**config.mk**
```make
export PLATFORM = sky130hd
export DESIGN_NAME = seg_xlate
export DESIGN_NICKNAME = d
export VERILOG_FILES = /design/src/rtl/seg_xlate_pkg.sv /design/src/rtl/seg_fetch.sv /design/src/rtl/seg_decode.sv /design/src/rtl/seg_check.sv /design/src/rtl/seg_xlate.sv
export SDC_FILE = /design/constraint.sdc
export NUM_CORES = 1
export LEC_CHECK = 0
export BUFFER_PORTS_ARGS = -buffer_cell sky130_fd_sc_hd__buf_2
export CAP_MARGIN = 0
export CORE_UTILIZATION = 51
export DETAILED_ROUTE_END_ITERATION = 16
export GPL_ROUTABILITY_DRIVEN = 0
export HOLD_SLACK_MARGIN = 0.06
export PLACE_DENSITY = 0.78
export SLEW_MARGIN = 10
export SYNTH_ARGS = -nofsm -noshare
export SYNTH_HDL_FRONTEND = slang
export SYNTH_HIERARCHICAL = 1
export SYNTH_SLANG_ARGS = --single-unit
```
**constraint.sdc**
```tcl
create_clock -name clk -period 3.5 [get_ports clk]
set_input_delay 0.175 -clock clk [delete_from_list [all_inputs] [get_ports clk]]
set_output_delay 0.175 -clock clk [all_outputs]
set_load 0.05 [all_outputs]
```
**src/rtl/seg_xlate_pkg.sv**
```systemverilog
package seg_xlate_pkg;

    localparam int WORD_W   = 32;
    localparam int SEL_W    = 16;
    localparam int IDX_W    = 13;
    localparam int DESC_W   = 2 * WORD_W;
    localparam int LIM_W    = 20;
    localparam int PAGE_SH  = 12;
    localparam int TYPE_W   = 3;
    localparam int FAULT_W  = 3;
    localparam int TI_BIT   = 2;
    localparam int ENTRY_SH = 3;

    typedef enum logic [1:0] {
        ACC_READ   = 2'd0,
        ACC_WRITE  = 2'd1,
        ACC_EXEC   = 2'd2,
        ACC_READ_B = 2'd3
    } acc_t;

    typedef enum logic [FAULT_W-1:0] {
        FLT_NONE   = 3'd0,
        FLT_ABSENT = 3'd1,
        FLT_SYSTEM = 3'd2,
        FLT_RIGHTS = 3'd3,
        FLT_BOUNDS = 3'd4
    } fault_t;

    typedef enum logic [1:0] {
        ST_IDLE,
        ST_LOW,
        ST_HIGH,
        ST_FIN
    } fsm_t;

    typedef struct packed {
        logic [SEL_W-1:0]  sel;
        logic [WORD_W-1:0] off;
        acc_t              acc;
    } req_t;

    typedef struct packed {
        logic [WORD_W-1:0] base;
        logic [LIM_W-1:0]  limit;
        logic [TYPE_W-1:0] kind;
        logic              mem_seg;
        logic              present;
        logic              big;
        logic              gran;
    } desc_t;

    // class helpers on the 3-bit type code
    function automatic logic is_code(input logic [TYPE_W-1:0] t);
        return t[2];
    endfunction

    function automatic logic is_down(input logic [TYPE_W-1:0] t);
        return !t[2] && t[1];
    endfunction

    function automatic logic rights_bad(input logic [TYPE_W-1:0] t, input acc_t a);
        logic bad;
        case (a)
            ACC_WRITE: bad = is_code(t) || !t[0];
            ACC_EXEC:  bad = !is_code(t);
            default:   bad = is_code(t) && !t[0];
        endcase
        return bad;
    endfunction

endpackage

```
**src/rtl/seg_fetch.sv**
```systemverilog
module seg_fetch
    import seg_xlate_pkg::*;
#(
    parameter int AW = 32
) (
    input  logic              clk,
    input  logic              rst,
    input  logic              req_valid,
    input  req_t              req_in,
    input  logic [AW-1:0]     gdt_base,
    input  logic [AW-1:0]     ldt_base,
    output logic              mem_rd_en,
    output logic [AW-1:0]     mem_addr,
    input  logic              mem_rvalid,
    input  logic [WORD_W-1:0] mem_rdata,
    output logic              busy,
    output logic              fin,
    output req_t              req_q,
    output logic [DESC_W-1:0] raw_desc
);

    localparam logic [AW-1:0] HALF_STEP = AW'(WORD_W / 8);

    fsm_t              st;
    logic [AW-1:0]     daddr;
    logic [WORD_W-1:0] lo_q;
    logic [WORD_W-1:0] hi_q;
    logic [AW-1:0]     tbl_base;
    logic [IDX_W-1:0]  idx;

    assign idx      = req_in.sel[SEL_W-1:ENTRY_SH];
    assign tbl_base = req_in.sel[TI_BIT] ? ldt_base : gdt_base;

    always_ff @(posedge clk) begin
        if (rst) begin
            st    <= ST_IDLE;
            daddr <= '0;
            lo_q  <= '0;
            hi_q  <= '0;
            req_q <= '0;
        end else begin
            case (st)
                ST_IDLE: if (req_valid) begin
                    req_q <= req_in;
                    daddr <= tbl_base + AW'({idx, {ENTRY_SH{1'b0}}});
                    st    <= ST_LOW;
                end
                ST_LOW: if (mem_rvalid) begin
                    lo_q <= mem_rdata;
                    st   <= ST_HIGH;
                end
                ST_HIGH: if (mem_rvalid) begin
                    hi_q <= mem_rdata;
                    st   <= ST_FIN;
                end
                default: st <= ST_IDLE;
            endcase
        end
    end

    assign mem_rd_en = (st == ST_LOW) || (st == ST_HIGH);
    assign mem_addr  = daddr + ((st == ST_HIGH) ? HALF_STEP : '0);
    assign busy      = (st != ST_IDLE);
    assign fin       = (st == ST_FIN);
    assign raw_desc  = {hi_q, lo_q};

endmodule

```
**src/rtl/seg_decode.sv**
```systemverilog
module seg_decode
    import seg_xlate_pkg::*;
(
    input  logic [DESC_W-1:0] raw,
    output desc_t             fields
);

    always_comb begin
        fields.base    = {raw[63:56], raw[39:16]};
        fields.limit   = {raw[51:48], raw[15:0]};
        fields.kind    = raw[43:41];
        fields.mem_seg = raw[44];
        fields.present = raw[47];
        fields.big     = raw[54];
        fields.gran    = raw[55];
    end

    // accessed, privilege, spare bits carry no meaning here
    logic unused_desc_bits;
    assign unused_desc_bits = &{1'b0, raw[40], raw[46:45], raw[53:52]};

endmodule

```
**src/rtl/seg_check.sv**
```systemverilog
module seg_check
    import seg_xlate_pkg::*;
(
    input  desc_t             d,
    input  logic [WORD_W-1:0] off,
    input  acc_t              acc,
    output fault_t            flt,
    output logic [WORD_W-1:0] lin
);

    localparam int PAD_W = WORD_W - LIM_W;

    logic [WORD_W-1:0] eff_lim;
    logic [WORD_W-1:0] top;
    logic              in_range;

    always_comb begin
        if (d.gran)
            eff_lim = {d.limit, {PAGE_SH{1'b1}}};
        else
            eff_lim = {{PAD_W{1'b0}}, d.limit};
        top = d.big ? {WORD_W{1'b1}} : WORD_W'(32'h0000_FFFF);
        if (is_down(d.kind))
            in_range = (off > eff_lim) && (off <= top);
        else
            in_range = (off < eff_lim);
    end

    always_comb begin
        flt = FLT_NONE;
        if (!d.present)
            flt = FLT_ABSENT;
        else if (!d.mem_seg)
            flt = FLT_SYSTEM;
        else if (rights_bad(d.kind, acc))
            flt = FLT_RIGHTS;
        else if (!in_range)
            flt = FLT_BOUNDS;
    end

    assign lin = d.base + off;

endmodule

```
**src/rtl/seg_xlate.sv**
```systemverilog
module seg_xlate
    import seg_xlate_pkg::*;
(
    input  logic        clk,
    input  logic        rst,
    input  logic        req_valid,
    input  logic [15:0] req_sel,
    input  logic [31:0] req_off,
    input  logic [1:0]  req_kind,
    input  logic [31:0] gdt_base,
    input  logic [31:0] ldt_base,
    output logic        mem_rd_en,
    output logic [31:0] mem_addr,
    input  logic        mem_rvalid,
    input  logic [31:0] mem_rdata,
    output logic        busy,
    output logic        done,
    output logic [2:0]  fault,
    output logic [31:0] lin_addr
);

    req_t              req_in;
    req_t              req_q;
    logic [DESC_W-1:0] raw_desc;
    desc_t             fields;
    fault_t            flt;
    logic [WORD_W-1:0] lin;
    logic              fin;

    assign req_in.sel = req_sel;
    assign req_in.off = req_off;
    assign req_in.acc = acc_t'(req_kind);

    seg_fetch #(.AW(WORD_W)) u_fetch (
        .clk        (clk),
        .rst        (rst),
        .req_valid  (req_valid),
        .req_in     (req_in),
        .gdt_base   (gdt_base),
        .ldt_base   (ldt_base),
        .mem_rd_en  (mem_rd_en),
        .mem_addr   (mem_addr),
        .mem_rvalid (mem_rvalid),
        .mem_rdata  (mem_rdata),
        .busy       (busy),
        .fin        (fin),
        .req_q      (req_q),
        .raw_desc   (raw_desc)
    );

    seg_decode u_decode (
        .raw    (raw_desc),
        .fields (fields)
    );

    seg_check u_check (
        .d   (fields),
        .off (req_q.off),
        .acc (req_q.acc),
        .flt (flt),
        .lin (lin)
    );

    // requested privilege bits and index are consumed upstream only
    logic unused_sel_bits;
    assign unused_sel_bits = &{1'b0, req_q.sel};

    assign done     = fin;
    assign fault    = fin ? flt : FLT_NONE;
    assign lin_addr = (fin && flt == FLT_NONE) ? lin : '0;

endmodule

```
==> results.yml, run 1 <==
outcome:
  outcome: "complete, but fails checks"
  violations_in_the_final_reports: "setup timing"
min_path:
  hp-start: "gdt_base[0]"
  worst_hold_path_type: "in2reg"
setup_path:
  endpoint_kind: "output pin"
  maximum_fanout_along_the_worst_path: 12
  startpoint: "u_fetch/hi_q[23]"
  required_ns: 3.32
  cp-start-kind: "flop"
  arrival_ns: 3.44
  criticalPathCategory: "reg2out"
  worst_r2r_startpoint: "u_fetch/st[0]"
detailed_routing:
  drtAntennaViolNets: 0
  routed_wl_um: 31700
  dr.first_iter.drc_count: 721
  post_drt_via_cell_ratio: 5.73
  detail_route.drc_violations: 0
  avgRoutedWirePerCell_um: 17.4
  drtPass1Iterations: 5
  route.vias.total: 10400
floorplan:
  coreArea_sq_um: 19500
  placementRows: 51
  initial_utilization: 0.522
  io_pins: 220
  floorplan.die_area_sq_um: 20500
  die_w_um: 143
  dieHeight_um: 143
logic_synthesis:
  synth.net_count: 1580
  synth_area_per_cell_sq_um: 7.67
  synth-warning-count: 6
  synth_area_sq_um: 10200
  post_synth_inst_count: 1328
timing:
  worst_relative_slew_slack: 0.200
  timing.clock.skew_ns: 0.00693
  worstMarginPinSlew_ns: 1.20
  fmax_mhz: 277
  layout_setup_ws_ns: -0.116
  rsz0062_at_grt: "yes"
  count_of_final_setup_violators: 32
  finalHoldViolCount: 0
  timing.final.crit_period_ns: 3.62
  final_min_period_over_clock_period: 1.03
  drv_slew: 0
  hold-worst-slack_ns: 0.0963
placed_design:
  io_buffer_count: 217
  detailedPlacementHpwl_um: 21900
pwr:
  ir_drop_v: 0.000370
  power.total_mw: 7.20
  leakage_nw: 5.71
  power_density_nw_per_um2: 557
clock_network:
  clk_pin_slew_worst_paths_ns: 0.06
  number_of_cts_inserted_buffers: 17
  clock_tree_from_tritoncts: "done"
  worstSkewPairLatency_ns: 0.43
  htreeDepth: 4
  clock_path_buffers: 2
  cts_num_sinks: 127
  cts.root.buffer_cell: "sky130_fd_sc_hd__clkbuf_16"
global_routing:
  antenna_found_initial: 2
  grt-ovfl-total: 0
  grt_pass1_wl_um: 48600
  gr-usage-all-layers: 0.303
  first_global_vias: 9903
  grt_max_degree: 61
flow_run:
  cap_viol_max_count: 0
finish:
  flow.area_growth_from_synthesis_pct: 26.8
  num-nets-final: 1794
  drive_above_1_share: 0.247
## worst paths after layout
check	to	slack, ns	cells past startpoint
max	lin_addr[13]	-0.12	16
min	u_fetch/daddr[0]	0.1	3
min reg2reg	u_fetch/hi_q[9]	0.46	2
max reg2reg	u_fetch/hi_q[18]	1.38	6
## area by class of cell
type	instances	area [sq um]
clock buffers	19	443
inverters	32	123
diodes	1	2.50
clock inverters	13	235
repair buffers	322	2330
fillers	1587	6610
flip-flops and latches	127	2550
well taps	265	332
multi-input cells	1042	6910
## metal layers
| layer | global-route usage | part of all wire | vias to the layer above |
|---|---|---|---|
| met5 | 0 | 0 | - |
| met4 | 0.150 | 0.039 | 0 |
| met3 | 0.0676 | 0.072 | 97 |
| met2 | 0.531 | 0.49 | 448 |
| met1 | 0.348 | 0.40 | 4867 |
| li1 | - | - | 5015 |
## registers in the layout, summed over array words and instances, names as in the netlist
signal / cells
u_fetch/st: 2
u_fetch/req_q: 34
u_fetch/lo_q: 32
u_fetch/daddr: 32
u_fetch/hi_q: 27
## per-stage QoR
step                TNS [ns]  area (sq um)  setup WS, ns  std cells   util
floorplan                  0         10200        0.0929       1328      -
global placement           0         11100        0.0145       1709  0.569
detailed placement     -1.47         11100       -0.0784       1709  0.569
CTS                  -0.0233         12800      -0.00907       1817  0.656
global route           -6.75         12900        -0.231       1820  0.662
finish                 -2.65         12900        -0.116       1821  0.662
## cell usage in the layout (no fill, tap or decap), types with 7 or more instances in the layout
master,count
sky130_fd_sc_hd__nand2_1,266
sky130_fd_sc_hd__buf_2,183
sky130_fd_sc_hd__a21oi_1,157
sky130_fd_sc_hd__dfxtp_1,124
sky130_fd_sc_hd__ha_1,97
sky130_fd_sc_hd__dlygate4sd3_1,66
sky130_fd_sc_hd__nor2_1,65
sky130_fd_sc_hd__xnor2_1,49
sky130_fd_sc_hd__buf_4,42
sky130_fd_sc_hd__nand3_1,41
sky130_fd_sc_hd__a21o_1,35
sky130_fd_sc_hd__inv_1,30
sky130_fd_sc_hd__nand4_1,26
sky130_fd_sc_hd__o21ai_0,26
sky130_fd_sc_hd__mux2i_1,22
sky130_fd_sc_hd__and2_2,20
sky130_fd_sc_hd__buf_6,19
sky130_fd_sc_hd__xor2_1,18
sky130_fd_sc_hd__clkbuf_16,17
sky130_fd_sc_hd__and2_1,16
sky130_fd_sc_hd__a211oi_1,16
sky130_fd_sc_hd__mux2_2,15
sky130_fd_sc_hd__and3_1,12
sky130_fd_sc_hd__a21oi_2,10
sky130_fd_sc_hd__o211ai_1,10
sky130_fd_sc_hd__nor2b_1,10
sky130_fd_sc_hd__nor3_1,9
sky130_fd_sc_hd__and2_4,8
sky130_fd_sc_hd__buf_8,7
## power by group
group | switching [mW] | internal (mW) | leakage [nW]
combinational | 1.98 | 1.16 | 4.35
clock | 0.689 | 1.36 | 0.329
sequential | 0.299 | 1.71 | 1.04
## worst max-delay path: stages, from the launching register on
cell and delay [ns]:
sky130_fd_sc_hd__dfxtp_4 0.39, sky130_fd_sc_hd__buf_12 0.14, sky130_fd_sc_hd__buf_4 0.13, sky130_fd_sc_hd__nand2_1 0.05, sky130_fd_sc_hd__ha_1 0.30, sky130_fd_sc_hd__a21o_1 0.19
sky130_fd_sc_hd__a21o_1 0.18, sky130_fd_sc_hd__a21oi_2 0.13, sky130_fd_sc_hd__o21ai_0 0.11, sky130_fd_sc_hd__a21oi_1 0.19, sky130_fd_sc_hd__and3b_2 0.24, sky130_fd_sc_hd__nor3_4 0.05
sky130_fd_sc_hd__nor4b_4 0.26, sky130_fd_sc_hd__buf_6 0.19, sky130_fd_sc_hd__buf_16 0.13, sky130_fd_sc_hd__and2_2 0.16, sky130_fd_sc_hd__buf_6 0.16
## timing repair
action                     in CTS  in global routing
pin swaps                      10                 14
hold buffers                   66                  0
buffers inserted                8                  3
hold endpoints to repair       92                  0
setup endpoints to repair      33                 34
resized for setup              81                 27
cloned                          2                  0
Note: power is estimated with default switching activity, not from simulation.
==> run 2, diff against run 1 <==
--- a/config.mk
+++ b/config.mk
@@ -7,11 +7,14 @@
 export LEC_CHECK = 0
 export BUFFER_PORTS_ARGS = -buffer_cell sky130_fd_sc_hd__buf_2
 export CAP_MARGIN = 0
-export CORE_UTILIZATION = 51
+export CELL_PAD_IN_SITES_DETAIL_PLACEMENT = 1
+export CELL_PAD_IN_SITES_GLOBAL_PLACEMENT = 1
+export CORE_UTILIZATION = 37
 export DETAILED_ROUTE_END_ITERATION = 16
 export GPL_ROUTABILITY_DRIVEN = 0
 export HOLD_SLACK_MARGIN = 0.06
-export PLACE_DENSITY = 0.78
+export PLACE_DENSITY_LB_ADDON = 0.1
+export REMOVE_ABC_BUFFERS = 1
 export SLEW_MARGIN = 10
 export SYNTH_ARGS = -nofsm -noshare
 export SYNTH_HDL_FRONTEND = slang
==> run 2 against run 1 <==
Compared with the run above: the flow still finishes with violations (setup timing); final area about the same; routed wire length increased by 7.3%; clock power decreased by 16%; critical path depth decreased by 1; sequential cell count unchanged.
==> results.yml, run 2 (synthesized netlist as in run 1, its figures left out) <==
pwr:
  clock_power_share: 0.253
  leakage_nw: 5.68
  p_int_mw: 3.90
  share_seq_of_total_power: 0.292
  ir_drop_v: 0.000375
  p_sw_frac: 0.429
  power_density_nw_per_um2: 528
  share_comb_of_total_power: 0.454
  net-switching-power_mw: 2.92
placed_design:
  io_buffer_count: 217
  placedCellCount: 1793
  detailedPlacementHpwl_um: 24900
  dpl_worst_slack_ns: 0.119
detailed_routing:
  avgRoutedWirePerCell_um: 17.9
  drtPass1Iterations: 4
  routed_wl_um: 34000
  drtAntennaViolNets: 0
  route.vias.total: 10000
  dr.first_iter.drc_count: 443
  detail_route.drc_violations: 0
  post_drt_via_cell_ratio: 5.28
timing:
  rsz0062_at_grt: "yes"
  worstMarginPinSlew_ns: 1.11
  timing.final.crit_period_ns: 3.62
  timing.clock.skew_ns: 0.00922
  finalHoldViolCount: 0
  layout_setup_ws_ns: -0.116
  worst_relative_slew_slack: 0.261
  fmax_mhz: 277
  drv_slew: 0
  timing.setup.tns_ns: -2.85
  count_of_final_setup_violators: 32
  final_min_period_over_clock_period: 1.03
clock_network:
  htreeDepth: 4
  clk_pin_slew_worst_paths_ns: 0.06
  clock_tree_from_tritoncts: "done"
  clock_path_buffers: 2
  cts.root.buffer_cell: "sky130_fd_sc_hd__clkbuf_16"
  cts_num_sinks: 127
  number_of_cts_inserted_buffers: 17
  worstSkewPairLatency_ns: 0.42
global_routing:
  grt_max_degree: 71
  antenna_found_initial: 3
  grt-ovfl-total: 0
  gr-usage-all-layers: 0.237
  first_global_vias: 10200
  grt_pass1_wl_um: 53200
finish:
  instances_no_fill: 1902
  top_register: "u_fetch/req_q"
  post-route-util: 0.480
  final_cell_mix: "266 x sky130_fd_sc_hd__nand2_1, 184 x sky130_fd_sc_hd__buf_2, 161 x sky130_fd_sc_hd__a21oi_1, 125 x sky130_fd_sc_hd__dfxtp_1, 100 x sky130_fd_sc_hd__ha_1"
  largest_register_ffs: 34
  drive_above_1_share: 0.240
  layout.filler_cells: 3324
  num-nets-final: 1797
  layout.cells.most_common: "sky130_fd_sc_hd__nand2_1"
  biggestRegsByFlops: "u_fetch/req_q: 34 flops, u_fetch/daddr: 32 flops, u_fetch/lo_q: 32 flops"
  flow.area_growth_from_synthesis_pct: 26.9
setup_path:
  cp-start-kind: "flop"
  required_ns: 3.32
  arrival_ns: 3.44
  criticalPathCategory: "reg2out"
  r2r_setup_slack_ns: 1.52
  worst_r2r_path_depth: 5
  rr_endpoint: "u_fetch/hi_q[4]"
  worst_r2r_startpoint: "u_fetch/st[0]"
  endpoint_kind: "output pin"
  maximum_fanout_along_the_worst_path: 8
outcome:
  outcome: "complete, but fails checks"
  violations_in_the_final_reports: "setup timing"
floorplan:
  coreArea_sq_um: 27000
  initial_utilization: 0.378
  floorplan.die_area_sq_um: 28200
  dieHeight_um: 168
  die_w_um: 168
  placementRows: 60
  io_pins: 220
min_path:
  worst_hold_path.endpoint: "u_fetch/daddr[0]"
  worst_hold_path.num_cells: 3
  worst_hold_path_type: "in2reg"
  hp-start: "gdt_base[0]"
flow_run:
  cap_viol_max_count: 0
-- run 2: changes by cell type in the layout (fill, tap and decap cells not counted), sizes merged --
| cell | change |
|---|---|
| clkinvlp | +1 |
| clkinv | +2 |
| bufbuf | -1 |
| inv | -1 |
| bufinv | -4 |
| diode | +2 |
| clkbuf | +6 |
-- run 2: repair_timing --
item,4_1_cts,5_1_grt
cloned,0,5
endpoints found under the setup margin,33,33
setup buffers,0,3
hold endpoints to repair,89,0
hold buffers,66,0
resized for setup,75,29
pin swaps,0,10
-- run 2: area by class of cell --
class                   instances  area (sq um)  area share
repair buffers                325          2410       0.186
inverters                      32           120     0.00929
multi-input cells            1042          6860       0.530
diodes                          3          7.51    0.000581
flip-flops and latches        127          2550       0.197
well taps                     341           427      0.0330
clock inverters                11           118     0.00910
clock buffers                  21           440      0.0341
-- run 2: critical path, stage by stage, from the launching register on --
cell	delay, ns
sky130_fd_sc_hd__dfxtp_4	0.42
sky130_fd_sc_hd__buf_12	0.13
sky130_fd_sc_hd__mux2i_1	0.19
sky130_fd_sc_hd__ha_1	0.27
sky130_fd_sc_hd__a21o_1	0.18
sky130_fd_sc_hd__a21o_1	0.16
sky130_fd_sc_hd__a21oi_2	0.15
sky130_fd_sc_hd__o21ai_2	0.07
sky130_fd_sc_hd__a21oi_2	0.19
sky130_fd_sc_hd__and3b_1	0.20
sky130_fd_sc_hd__nor3_2	0.07
sky130_fd_sc_hd__nor4b_4	0.33
sky130_fd_sc_hd__buf_6	0.18
sky130_fd_sc_hd__clkbuf_16	0.17
sky130_fd_sc_hd__and2_2	0.16
sky130_fd_sc_hd__buf_6	0.15
-- run 2: how the worst max path moves through the flow --
| stage | start | endpoint | slack [ns] | cells after the start |
|---|---|---|---|---|
| after detailed placement | u_fetch/lo_q[16] | lin_addr[26] | 0.12 | 13 |
| after global placement | u_fetch/req_q[2] | lin_addr[26] | 0.19 | 13 |
| after global routing | u_fetch/hi_q[23] | lin_addr[1] | -0.25 | 15 |
| after floorplan | u_fetch/hi_q[23] | lin_addr[10] | -0.30 | 12 |
| final | u_fetch/hi_q[23] | lin_addr[0] | -0.12 | 15 |
| after CTS | u_fetch/hi_q[22] | lin_addr[8] | -0.05 | 15 |
-- run 2: routing by layer --
layer | vias to the layer above | GRT usage | wire length, um
li1 | 5019 | - | -
met1 | 4783 | 0.293 | 15400
met2 | 213 | 0.416 | 16700
met3 | 30 | 0.0463 | 1370
met4 | 0 | 0.0682 | 595
met5 | - | 0 | 0
-- run 2: power by group through the flow --
stage	Combinational (mW)	Sequential (mW)	Clock, mW
2_1_floorplan	2.03	1.96	0
3_3_place_gp	2.92	2.01	0
3_5_place_dp	2.98	2.02	0
4_1_cts	3.07	2.00	1.77
5_1_grt	3.42	2.03	1.83
6_report	3.10	1.99	1.73
-- run 2: metrics by stage --
step	total power [mW]	hold slack [ns]	cell area, sq um
final	6.82	0.0888	12900
after global routing	7.28	0.0844	12900
after CTS	6.83	0.0707	12700
after detailed placement	5.01	0.425	11300
after global placement	4.94	0.419	11300
after floorplan	3.99	0.244	9450
